[src/rtl/ea_pkg.sv]
// Shared types for the effective address unit.
// Assumes a two-bit mode code fixed by the instruction format.
package ea_pkg;
    typedef enum logic [1:0] {
        MODE_IMM = 2'b00,
        MODE_DIR = 2'b01,
        MODE_IND = 2'b10,
        MODE_REL = 2'b11
    } ea_mode_e;

    typedef enum logic {
        ST_IDLE = 1'b0,
        ST_WAIT = 1'b1
    } ea_state_e;
endpackage

[src/rtl/ea_addr_calc.sv]
// Combinational address former: turns mode, field and base P into either
// a final value or a pointer location to be read. Assumes FIELD_W < WORD_W.
module ea_addr_calc
    import ea_pkg::*;
#(
    parameter int WORD_W  = 12,
    parameter int FIELD_W = 6
) (
    input  ea_mode_e            mode,
    input  logic [FIELD_W-1:0]  field,
    input  logic [WORD_W-1:0]   base_pc,
    input  logic                rel_back,
    input  logic                ind_jump,
    output logic [WORD_W-1:0]   calc_val,
    output logic                calc_is_data,
    output logic                needs_mem,
    output logic [WORD_W-1:0]   mem_ptr
);
    localparam int PAD_W = WORD_W - FIELD_W;

    logic [WORD_W-1:0] ext;
    logic [WORD_W-1:0] fwd;
    logic [WORD_W-1:0] bwd;

    assign ext = {{PAD_W{1'b0}}, field};
    assign fwd = base_pc + ext;
    assign bwd = base_pc - ext;

    // Select the value or pointer that the current mode calls for.
    always_comb begin
        calc_val     = ext;
        calc_is_data = 1'b0;
        needs_mem    = 1'b0;
        mem_ptr      = ext;
        unique case (mode)
            MODE_IMM: calc_is_data = 1'b1;
            MODE_DIR: calc_val     = ext;
            MODE_REL: calc_val     = rel_back ? bwd : fwd;
            MODE_IND: begin
                needs_mem = 1'b1;
                mem_ptr   = ind_jump ? fwd : ext;
            end
            default:  calc_val     = ext;
        endcase
    end
endmodule

[src/rtl/ea_pc_reg.sv]
// Program counter: a load takes priority over the start-of-instruction step.
// Assumes load and increment requests come from the fetch controller.
module ea_pc_reg #(
    parameter int WORD_W = 12
) (
    input  logic              clk,
    input  logic              rst_n,
    input  logic              inc_en,
    input  logic              load_en,
    input  logic [WORD_W-1:0] load_val,
    output logic [WORD_W-1:0] pc
);
    logic [WORD_W-1:0] pc_q;

    // Hold, step or load the counter.
    always_ff @(posedge clk) begin
        if (!rst_n)       pc_q <= '0;
        else if (load_en) pc_q <= load_val;
        else if (inc_en)  pc_q <= pc_q + 1'b1;
    end

    assign pc = pc_q;


    pc_load_chk: assert property (@(posedge clk) disable iff (!rst_n)
        load_en |=> pc == $past(load_val));
endmodule

[src/rtl/ea_fetch_ctl.sv]
// Sequencer: accepts starts, runs the indirect read handshake and registers
// the result and done strobe. Assumes mem_ack arrives only while mem_req is high.
module ea_fetch_ctl
    import ea_pkg::*;
#(
    parameter int WORD_W = 12
) (
    input  logic              clk,
    input  logic              rst_n,
    input  logic              start,
    input  logic              needs_mem,
    input  logic [WORD_W-1:0] mem_ptr,
    input  logic [WORD_W-1:0] calc_val,
    input  logic              calc_is_data,
    input  logic              do_jump,
    input  logic              mem_ack,
    input  logic [WORD_W-1:0] mem_rdata,
    output logic              busy,
    output logic              accept,
    output logic              mem_req,
    output logic [WORD_W-1:0] mem_addr,
    output logic              done,
    output logic [WORD_W-1:0] result,
    output logic              result_is_data,
    output logic              pc_load,
    output logic [WORD_W-1:0] pc_load_val
);
    ea_state_e         state_q;
    logic              req_q;
    logic [WORD_W-1:0] addr_q;
    logic              jump_q;
    logic              done_q;
    logic [WORD_W-1:0] res_q;
    logic              isdata_q;
    logic              ack_hit;

    assign busy    = (state_q == ST_WAIT);
    assign accept  = start && (state_q == ST_IDLE);
    assign ack_hit = (state_q == ST_WAIT) && mem_ack;

    // Sequence a start through the optional read and register the result.
    always_ff @(posedge clk) begin
        if (!rst_n) begin
            state_q  <= ST_IDLE;
            req_q    <= 1'b0;
            addr_q   <= '0;
            jump_q   <= 1'b0;
            done_q   <= 1'b0;
            res_q    <= '0;
            isdata_q <= 1'b0;
        end else begin
            done_q <= 1'b0;
            if (accept) begin
                if (needs_mem) begin
                    state_q <= ST_WAIT;
                    req_q   <= 1'b1;
                    addr_q  <= mem_ptr;
                    jump_q  <= do_jump;
                end else begin
                    done_q   <= 1'b1;
                    res_q    <= calc_val;
                    isdata_q <= calc_is_data;
                end
            end else if (ack_hit) begin
                state_q  <= ST_IDLE;
                req_q    <= 1'b0;
                done_q   <= 1'b1;
                res_q    <= mem_rdata;
                isdata_q <= 1'b0;
            end
        end
    end

    // Ask the counter to load the jump target on completion.
    always_comb begin
        pc_load     = 1'b0;
        pc_load_val = calc_val;
        if (accept && !needs_mem && do_jump) begin
            pc_load = 1'b1;
        end else if (ack_hit && jump_q) begin
            pc_load     = 1'b1;
            pc_load_val = mem_rdata;
        end
    end

    assign mem_req        = req_q;
    assign mem_addr       = addr_q;
    assign done           = done_q;
    assign result         = res_q;
    assign result_is_data = isdata_q;


    req_hold_chk: assert property (@(posedge clk) disable iff (!rst_n)
        (mem_req && !mem_ack) |=> (mem_req && $stable(mem_addr)));

    done_after_ack_chk: assert property (@(posedge clk) disable iff (!rst_n)
        (mem_req && mem_ack) |=> (done && result == $past(mem_rdata) && !mem_req));
endmodule

[src/rtl/ea_unit.sv]
// Top of the effective address unit: splits the instruction, forms the
// address, drives the indirect read and owns the program counter.
// Assumes decode of the function code happens elsewhere.
module ea_unit
    import ea_pkg::*;
#(
    parameter int WORD_W  = 12,
    parameter int FIELD_W = 6
) (
    input  logic              clk,
    input  logic              rst_n,
    input  logic              start,
    input  logic [WORD_W-1:0] instr,
    input  logic [1:0]        mode,
    input  logic              rel_back,
    input  logic              jump,
    input  logic              ind_jump,
    output logic              busy,
    output logic [WORD_W-1:0] pc,
    output logic              mem_req,
    output logic [WORD_W-1:0] mem_addr,
    input  logic              mem_ack,
    input  logic [WORD_W-1:0] mem_rdata,
    output logic              done,
    output logic [WORD_W-1:0] result,
    output logic              result_is_data
);
    localparam int FUNC_W = WORD_W - FIELD_W;

    ea_mode_e          mode_e;
    logic [FIELD_W-1:0] field;
    logic [FUNC_W-1:0]  unused_func;
    logic [WORD_W-1:0] calc_val;
    logic              calc_is_data;
    logic              needs_mem;
    logic [WORD_W-1:0] mem_ptr;
    logic              do_jump;
    logic              accept;
    logic              pc_load;
    logic [WORD_W-1:0] pc_load_val;

    assign mode_e      = ea_mode_e'(mode);
    assign field       = instr[FIELD_W-1:0];
    assign unused_func = instr[WORD_W-1:FIELD_W];

    // A jump is honoured in every mode but immediate.
    assign do_jump = (mode_e != MODE_IMM) &&
                     (jump || (ind_jump && mode_e == MODE_IND));

    ea_addr_calc #(.WORD_W(WORD_W), .FIELD_W(FIELD_W)) calc_i (
        .mode(mode_e), .field(field), .base_pc(pc), .rel_back(rel_back),
        .ind_jump(ind_jump), .calc_val(calc_val), .calc_is_data(calc_is_data),
        .needs_mem(needs_mem), .mem_ptr(mem_ptr)
    );

    ea_fetch_ctl #(.WORD_W(WORD_W)) ctl_i (
        .clk(clk), .rst_n(rst_n), .start(start), .needs_mem(needs_mem),
        .mem_ptr(mem_ptr), .calc_val(calc_val), .calc_is_data(calc_is_data),
        .do_jump(do_jump), .mem_ack(mem_ack), .mem_rdata(mem_rdata),
        .busy(busy), .accept(accept), .mem_req(mem_req), .mem_addr(mem_addr),
        .done(done), .result(result), .result_is_data(result_is_data),
        .pc_load(pc_load), .pc_load_val(pc_load_val)
    );

    ea_pc_reg #(.WORD_W(WORD_W)) pc_i (
        .clk(clk), .rst_n(rst_n), .inc_en(accept), .load_en(pc_load),
        .load_val(pc_load_val), .pc(pc)
    );


    pc_step_chk: assert property (@(posedge clk) disable iff (!rst_n)
        (start && !busy && (!do_jump || mode_e == MODE_IND)) |=> pc == $past(pc) + 1'b1);

    pc_quiet_chk: assert property (@(posedge clk) disable iff (!rst_n)
        (!(start && !busy) && !(mem_req && mem_ack)) |=> $stable(pc));

    no_req_chk: assert property (@(posedge clk) disable iff (!rst_n)
        (start && !busy && mode_e != MODE_IND) |=> !mem_req);
endmodule

[config.mk]
export PLATFORM = sky130hd
export DESIGN_NAME = ea_unit
export DESIGN_NICKNAME = d
export VERILOG_FILES = /design/src/rtl/ea_pkg.sv /design/src/rtl/ea_addr_calc.sv /design/src/rtl/ea_pc_reg.sv /design/src/rtl/ea_fetch_ctl.sv /design/src/rtl/ea_unit.sv
export SDC_FILE = /design/constraint.sdc
export NUM_CORES = 1
export LEC_CHECK = 0
export ABC_AREA = 1
export BUFFER_PORTS_ARGS = -buffer_cell sky130_fd_sc_hd__buf_2
export CAP_MARGIN = 20
export CORE_MARGIN = 3
export CORE_UTILIZATION = 49
export CTS_BUF_LIST = sky130_fd_sc_hd__clkbuf_4
export CTS_CLUSTER_SIZE = 20
export DETAILED_ROUTE_END_ITERATION = 16
export PLACE_DENSITY = 0.81
export SETUP_SLACK_MARGIN = 0.4
export SYNTH_ARGS = -nofsm -noshare
export SYNTH_HDL_FRONTEND = slang
export SYNTH_HIERARCHICAL = 1
export SYNTH_SLANG_ARGS = --single-unit
export TNS_END_PERCENT = 50
[constraint.sdc]
create_clock -name clk -period 4.2 [get_ports clk]
set_input_delay 0.63 -clock clk [delete_from_list [all_inputs] [get_ports clk]]
set_output_delay 0.63 -clock clk [all_outputs]
set_load 0.02 [all_outputs]
---- Yosys cells after proc, flatten, opt, wreduce, memory -nomap -nowiden ----
Cells that the tools add are included.
word-level totals
  register bits ........................... 40
  input bits .............................. 33
  output and inout port bits .............. 40
  logic and storage cells ................. 54
cells by class
  $add $sub $neg .......................... 3
  equality and inequality tests ........... 4
  mux-type cells .......................... 23
  bitwise gates (word level) .............. 1
  reduce and logical (&&, ||, !) cells .... 16
operators with widths
  operator                 count
  $mux W12                 11
  $add A12 B1 Y12 const B  1
  $add A12 B6 Y12          1
  $mux W1                  12
  $sub A12 B6 Y12          1
  $logic_and A1 B1 Y1      7
  $reduce_and A2 Y1        3
  $reduce_bool A2 Y1       3
  $eq A2 B2 Y1 const B     2
  $logic_not A2 Y1         1
  $ne A2 B1 Y1 const B     1
  $ne A2 B2 Y1 const B     1
  $logic_not A1 Y1         1
  $logic_or A1 B1 Y1       1
  $not A1 Y1               1

---- Longest topological paths before layout ----
  depth after elaboration ................. 7
  gate-level depth with buffers ........... 18

---- Modules after synthesis ----
Netlist, hierarchy kept.
by module, submodules not included
  module        instances  cells an instance  area an instance (µm²)
  ea_fetch_ctl  1          233                1,428.9
  ea_addr_calc  1          258                1,361.3
  ea_pc_reg     1          109                721.9
  ea_unit       1          5                  23.8

---- Worst setup path after synthesis ----
Ideal clock, no wire load.
  kind .................................... input to register
  start ................................... input port instr[0]
  end ..................................... register pc_i.pc_q[8] (netlist: pc_i/pc[8])
  setup time .............................. 0.120 ns
  data arrival time ....................... 2.161 ns
  data required time ...................... 4.080 ns
  setup slack ............................. 1.919 ns
  stages .................................. 13
  path buffers ............................ 0
  path through ............................ ha_1 inv_1 fa_1 inv_1 nand3_1 nand3_2 nand3_1 a21oi_1 nor2_1 nand2_1 o21ai_0 a22oi_1 a21oi_1
on the way
  cells in the longest elaborated chain, start to end .. 6
  elaborated cells on any way between the ends .. 7
  those cells by class .................... add/sub (2); mux (5)
ends and longest elaborated chain
  element                                                    line                                    source
  start: declaration                                         ea_unit.sv:13                           input logic [WORD_W-1:0] instr,
  $add A12 B6 Y12 / $sub A12 B6 Y12 (equally long branches)  ea_addr_calc.sv:26, ea_addr_calc.sv:27
  $mux W12 (*)                                               ea_addr_calc.sv:38                      MODE_REL: calc_val = rel_back ? bwd : fwd;
  $mux W12 (*)                                               ea_addr_calc.sv:35                      unique case (mode)
  named net calc_val[8]                                      ea_unit.sv:33                           logic [WORD_W-1:0] calc_val;
  $mux W12                                                   ea_fetch_ctl.sv:80                      end else if (ack_hit && jump_q) begin
  $mux W12 (*)                                               ea_fetch_ctl.sv:78                      if (accept && !needs_mem && do_jump) begin
  named net pc_load_val[8]                                   ea_unit.sv:40                           logic [WORD_W-1:0] pc_load_val;
  $mux W12 (*)                                               ea_pc_reg.sv:18                         else if (load_en) pc_q <= load_val;
  end signal: assignment                                     ea_pc_reg.sv:18
  end signal: assignment                                     ea_pc_reg.sv:19                         else if (inc_en) pc_q <= pc_q + 1'b1;
  end: declaration                                           ea_pc_reg.sv:13                         logic [WORD_W-1:0] pc_q;
Mark *: on every way through the listed nets, which the timed path passes. The rest lies on a longest branch.
A chain may end at the register's enable or synchronous reset.

---- Worst setup path after layout ----
  start ................................... register pc_i.pc_q[0] (netlist: pc_i/pc[0])
  end ..................................... register pc_i.pc_q[8] (netlist: pc_i/pc[8])
on the way
  cells in the longest elaborated chain, start to end .. 6
  elaborated cells on any way between the ends .. 9
  those cells by class .................... add/sub (3); mux (6)
ends and longest elaborated chain
  element                                                    line
  $add A12 B6 Y12 / $sub A12 B6 Y12 (equally long branches)  ea_addr_calc.sv:26, ea_addr_calc.sv:27
  $mux W12 (*)                                               ea_addr_calc.sv:38
  $mux W12 (*)                                               ea_addr_calc.sv:35
  named net calc_val[8]                                      ea_unit.sv:33
  $mux W12                                                   ea_fetch_ctl.sv:80
  $mux W12 (*)                                               ea_fetch_ctl.sv:78
  named net pc_load_val[8]                                   ea_unit.sv:40
  $mux W12 (*)                                               ea_pc_reg.sv:18
Mark *: on every way through the listed nets, which the timed path passes. The rest lies on a longest branch. The select of a mux whose other input is x is not followed.

==> impl_metrics.env <==
export IMPL_outcome="finished clean"
export IMPL_path_max_fanout=7
export IMPL_powerDensity_nw_per_um2=244
export IMPL_cell_internal_pwr_uw=575
export IMPL_worstPathRequired_ns=4.50
export IMPL_htreeDepth=2
export IMPL_viasPerCell=5.26
export IMPL_synth_seq_area_share_pct=22.6
export IMPL_holdPathStages=2
export IMPL_place_hpwl_um=7510
export IMPL_diodes=0
export IMPL_maxCapViolCount=0
export IMPL_grt_pass1_vias=3441
export IMPL_fp_dieH_um=90.9
export IMPL_final_cells=752
export IMPL_clk_latency_ns=0.36
export IMPL_startpoint="pc_i/pc[0]$_SDFFE_PN0P_"
export IMPL_cts_tree="built"
export IMPL_gr_usage_met2_pct=36.1
export IMPL_period_share_pct=60.3
export IMPL_wirelength_um=9710
export IMPL_netlist_area_um2=3540
export IMPL_fp_dieW_um=90.9
export IMPL_port_buffers=66
export IMPL_max_freq_ghz=0.395
export IMPL_swShare_pct=39.7
export IMPL_hold_buffers=0
export IMPL_start_util_pct=51.2
export IMPL_worstSetupPathType="reg2reg"
export IMPL_hold_viol_final=0
export IMPL_dp_cells=744
export IMPL_clockBufferDepth=2
export IMPL_wire_per_inst_um=12.9
export IMPL_ys_flop_type="dfxtp_1"
export IMPL_synthCells=605
export IMPL_row_count=30
export IMPL_clk_pin_slew_worst_paths_ns=0.14
export IMPL_power_switching_uw=378
export IMPL_cts_buffers=5
export IMPL_nNetsFinal=703
export IMPL_r2r_setup_slack_ns=1.67
export IMPL_drt_pass1_iter_count=6
export IMPL_synthArstFlopShare_pct=0
export IMPL_clock_sinks=40
export IMPL_synth_cell_types=38
export IMPL_final_max_slew_viol_count=0
export IMPL_die_area_um2=8270
export IMPL_post_route_util_pct=56.5
export IMPL_holdWs_ns=0.503
export IMPL_antenna_found_initial=0
export IMPL_grt_use_met1_pct=31.9
export IMPL_seqPwrFrac_pct=44.7
export IMPL_drc=0
export IMPL_r2r_cells=14
export IMPL_synthesis_nets=653
export IMPL_timing_setup_tns_ns=0
export IMPL_drive_gt1_share_pct=16.8
export IMPL_worst_pin_slew_ns=0.750
export IMPL_ys_ff_latch=40
export IMPL_skew_ns=0.0283
export IMPL_grt_first_pass_wirelength_um=16000
export IMPL_max_slew_margin_pct=49.9
export IMPL_pin_count=73
export IMPL_top_usage_layer="met2"
export IMPL_grt_met3_usage_pct=3.15
export IMPL_ant_nets=0
export IMPL_gp_congestion=0.976
export IMPL_crit_path_end_kind="flip-flop"
export IMPL_hp_class="reg2reg"
export IMPL_grt_setup_unrepaired="false"
export IMPL_setup_viol=0
export IMPL_core_um2=6910
export IMPL_r2r_end="pc_i/pc[8]$_SDFFE_PN0P_"
export IMPL_drtIter0Drc=307
export IMPL_yosysWarnings=6
export IMPL_vias=3955
export IMPL_cp_data_arrival_time_ns=2.84
export IMPL_root_buffer="clkbuf_4"
export IMPL_p_leak_uw=0.00212
export IMPL_avgSynthCellArea_um2=5.84
export IMPL_endpoint="pc_i/pc[8]$_SDFFE_PN0P_"
export IMPL_r2r_start="pc_i/pc[0]$_SDFFE_PN0P_"
export IMPL_grt_overflow=0
export IMPL_fin_crit_ns=2.53
export IMPL_combPwrFrac_pct=34.0
export IMPL_cts_resized=0
export IMPL_post_cts_repair_setup_buffers=0
export IMPL_p_clk_share_pct=21.3
export IMPL_nFillCells=729
export IMPL_synth_edff_count=0
export IMPL_p_total_uw=952
export IMPL_grt_usage_pct=23.0
export IMPL_ir_worst_vdd_uv=202
export IMPL_grt_max_degree=32
export IMPL_area_growth_pct=10.3
export IMPL_critPathLaunchType="flip-flop"
-- kinds of logic (layout without fill, tap and decap cells) --
group | after synthesis | in the layout | synth area share, %
flip-flops | 40 | 40 | 22.6
XOR/XNOR | 7 | 7 | 1.73
adder cells (fa/ha/maj) | 15 | 15 | 5.73
AND/OR/NAND/NOR | 355 | 355 | 43.8
AO/OA/AOI/OAI | 78 | 78 | 12.7
buffers and inverters | 110 | 161 | 13.4
-- flip-flops by register name (all words and copies together) (netlist names) --
name	cells
ctl_i/done	1
ctl_i/jump_q	1
ctl_i/mem_addr	12
ctl_i/mem_req	1
ctl_i/result	12
ctl_i/result_is_data	1
pc_i/pc	12
-- metal layers --
layer	part of all wire, %	wire length [µm]
met5	0	0
met4	3.1	299
met3	7.3	712
met2	44	4290
met1	45	4400
-- cell type report --
cell class / count / area (µm²) / area share [%]
multi-input combinational: 455 / 2260 / 58.0
sequential: 40 / 801 / 20.5
inverter: 87 / 333 / 8.53
timing repair buffer: 66 / 330 / 8.47
tap: 96 / 120 / 3.08
clock buffer: 5 / 37.5 / 0.962
clock inverter: 3 / 18.8 / 0.481
-- cell usage after synthesis, types with 4 or more instances --
library cell,instances,share of area (%)
buf_2,8,1.1
inv_2,7,0.74
buf_6,4,1.3
a21oi_1,23,3.3
nor2_2,7,1.2
xor2_1,7,1.7
a22oi_1,8,1.7
clkbuf_1,6,0.64
inv_1,73,7.7
nor2_4,4,1.3
nor2_1,83,8.8
dfxtp_1,40,23
buf_4,4,0.85
nand2_1,162,17
nand4_1,6,1.1
nand3_1,78,11
a21oi_2,4,0.99
ha_1,13,4.6
o21ai_0,26,3.7
o21ai_1,11,1.6
nand2_2,7,1.2
clkinv_1,4,0.42
-- cells in the final DEF, fill, tap and decap left out, drive strengths merged --
cell and n:
ha 13, inv 82, o21a 1, nand3 80
a31oi 1, clkbuf 5, buf 66, dfxtp 40
a21o 1, nand2 169, nand3b 2, nor3 2
xor2 7, clkinv 6, o21bai 1, a21oi 28
o21ai 37, clkinvlp 2, or2 2, o211ai 1
nand4 6, fa 2, a22oi 8, nor2 94
-- power by group through the flow --
stage	registers, µW	clock network, µW	logic (µW)
5_1_grt	430	224	363
6_report	426	203	324
4_1_cts	426	208	321
2_1_floorplan	459	0	215
3_5_place_dp	434	0	320
3_3_place_gp	433	0	313
-- through the flow --
step	cell area (µm²)	setup slack [ns]
finish	3900	1.67
global route	3900	1.35
CTS	3900	1.65
detailed placement	3840	1.33
global placement	3840	1.36
floorplan	3540	1.92
-- how the worst min path moves through the flow --
stage / from / endpoint / slack, ns
2_1_floorplan: ctl_i/jump_q$_SDFFE_PN0P_ / ctl_i/jump_q$_SDFFE_PN0P_ / 0.46
6_report: ctl_i/result_is_data$_SDFFE_PN0P_ / ctl_i/result_is_data$_SDFFE_PN0P_ / 0.50
3_3_place_gp: ctl_i/result_is_data$_SDFFE_PN0P_ / ctl_i/result_is_data$_SDFFE_PN0P_ / 0.47
4_1_cts: ctl_i/result_is_data$_SDFFE_PN0P_ / ctl_i/result_is_data$_SDFFE_PN0P_ / 0.50
3_5_place_dp: ctl_i/result_is_data$_SDFFE_PN0P_ / ctl_i/result_is_data$_SDFFE_PN0P_ / 0.48
5_1_grt: ctl_i/result_is_data$_SDFFE_PN0P_ / ctl_i/result_is_data$_SDFFE_PN0P_ / 0.53
-- worst max-delay path: stages (launching register included) --
cell     delay, ns
dfxtp_1       0.47
inv_1         0.07
ha_1          0.21
fa_1          0.41
inv_1         0.13
nand3_1       0.08
nand3_1       0.12
nand2_1       0.08
a21oi_1       0.12
o21ai_1       0.08
nor2_1        0.22
nand2_1       0.08
o21ai_0       0.12
a22oi_1       0.14
a21oi_1       0.16
No activity file was read; power rests on OpenSTA's default activity.
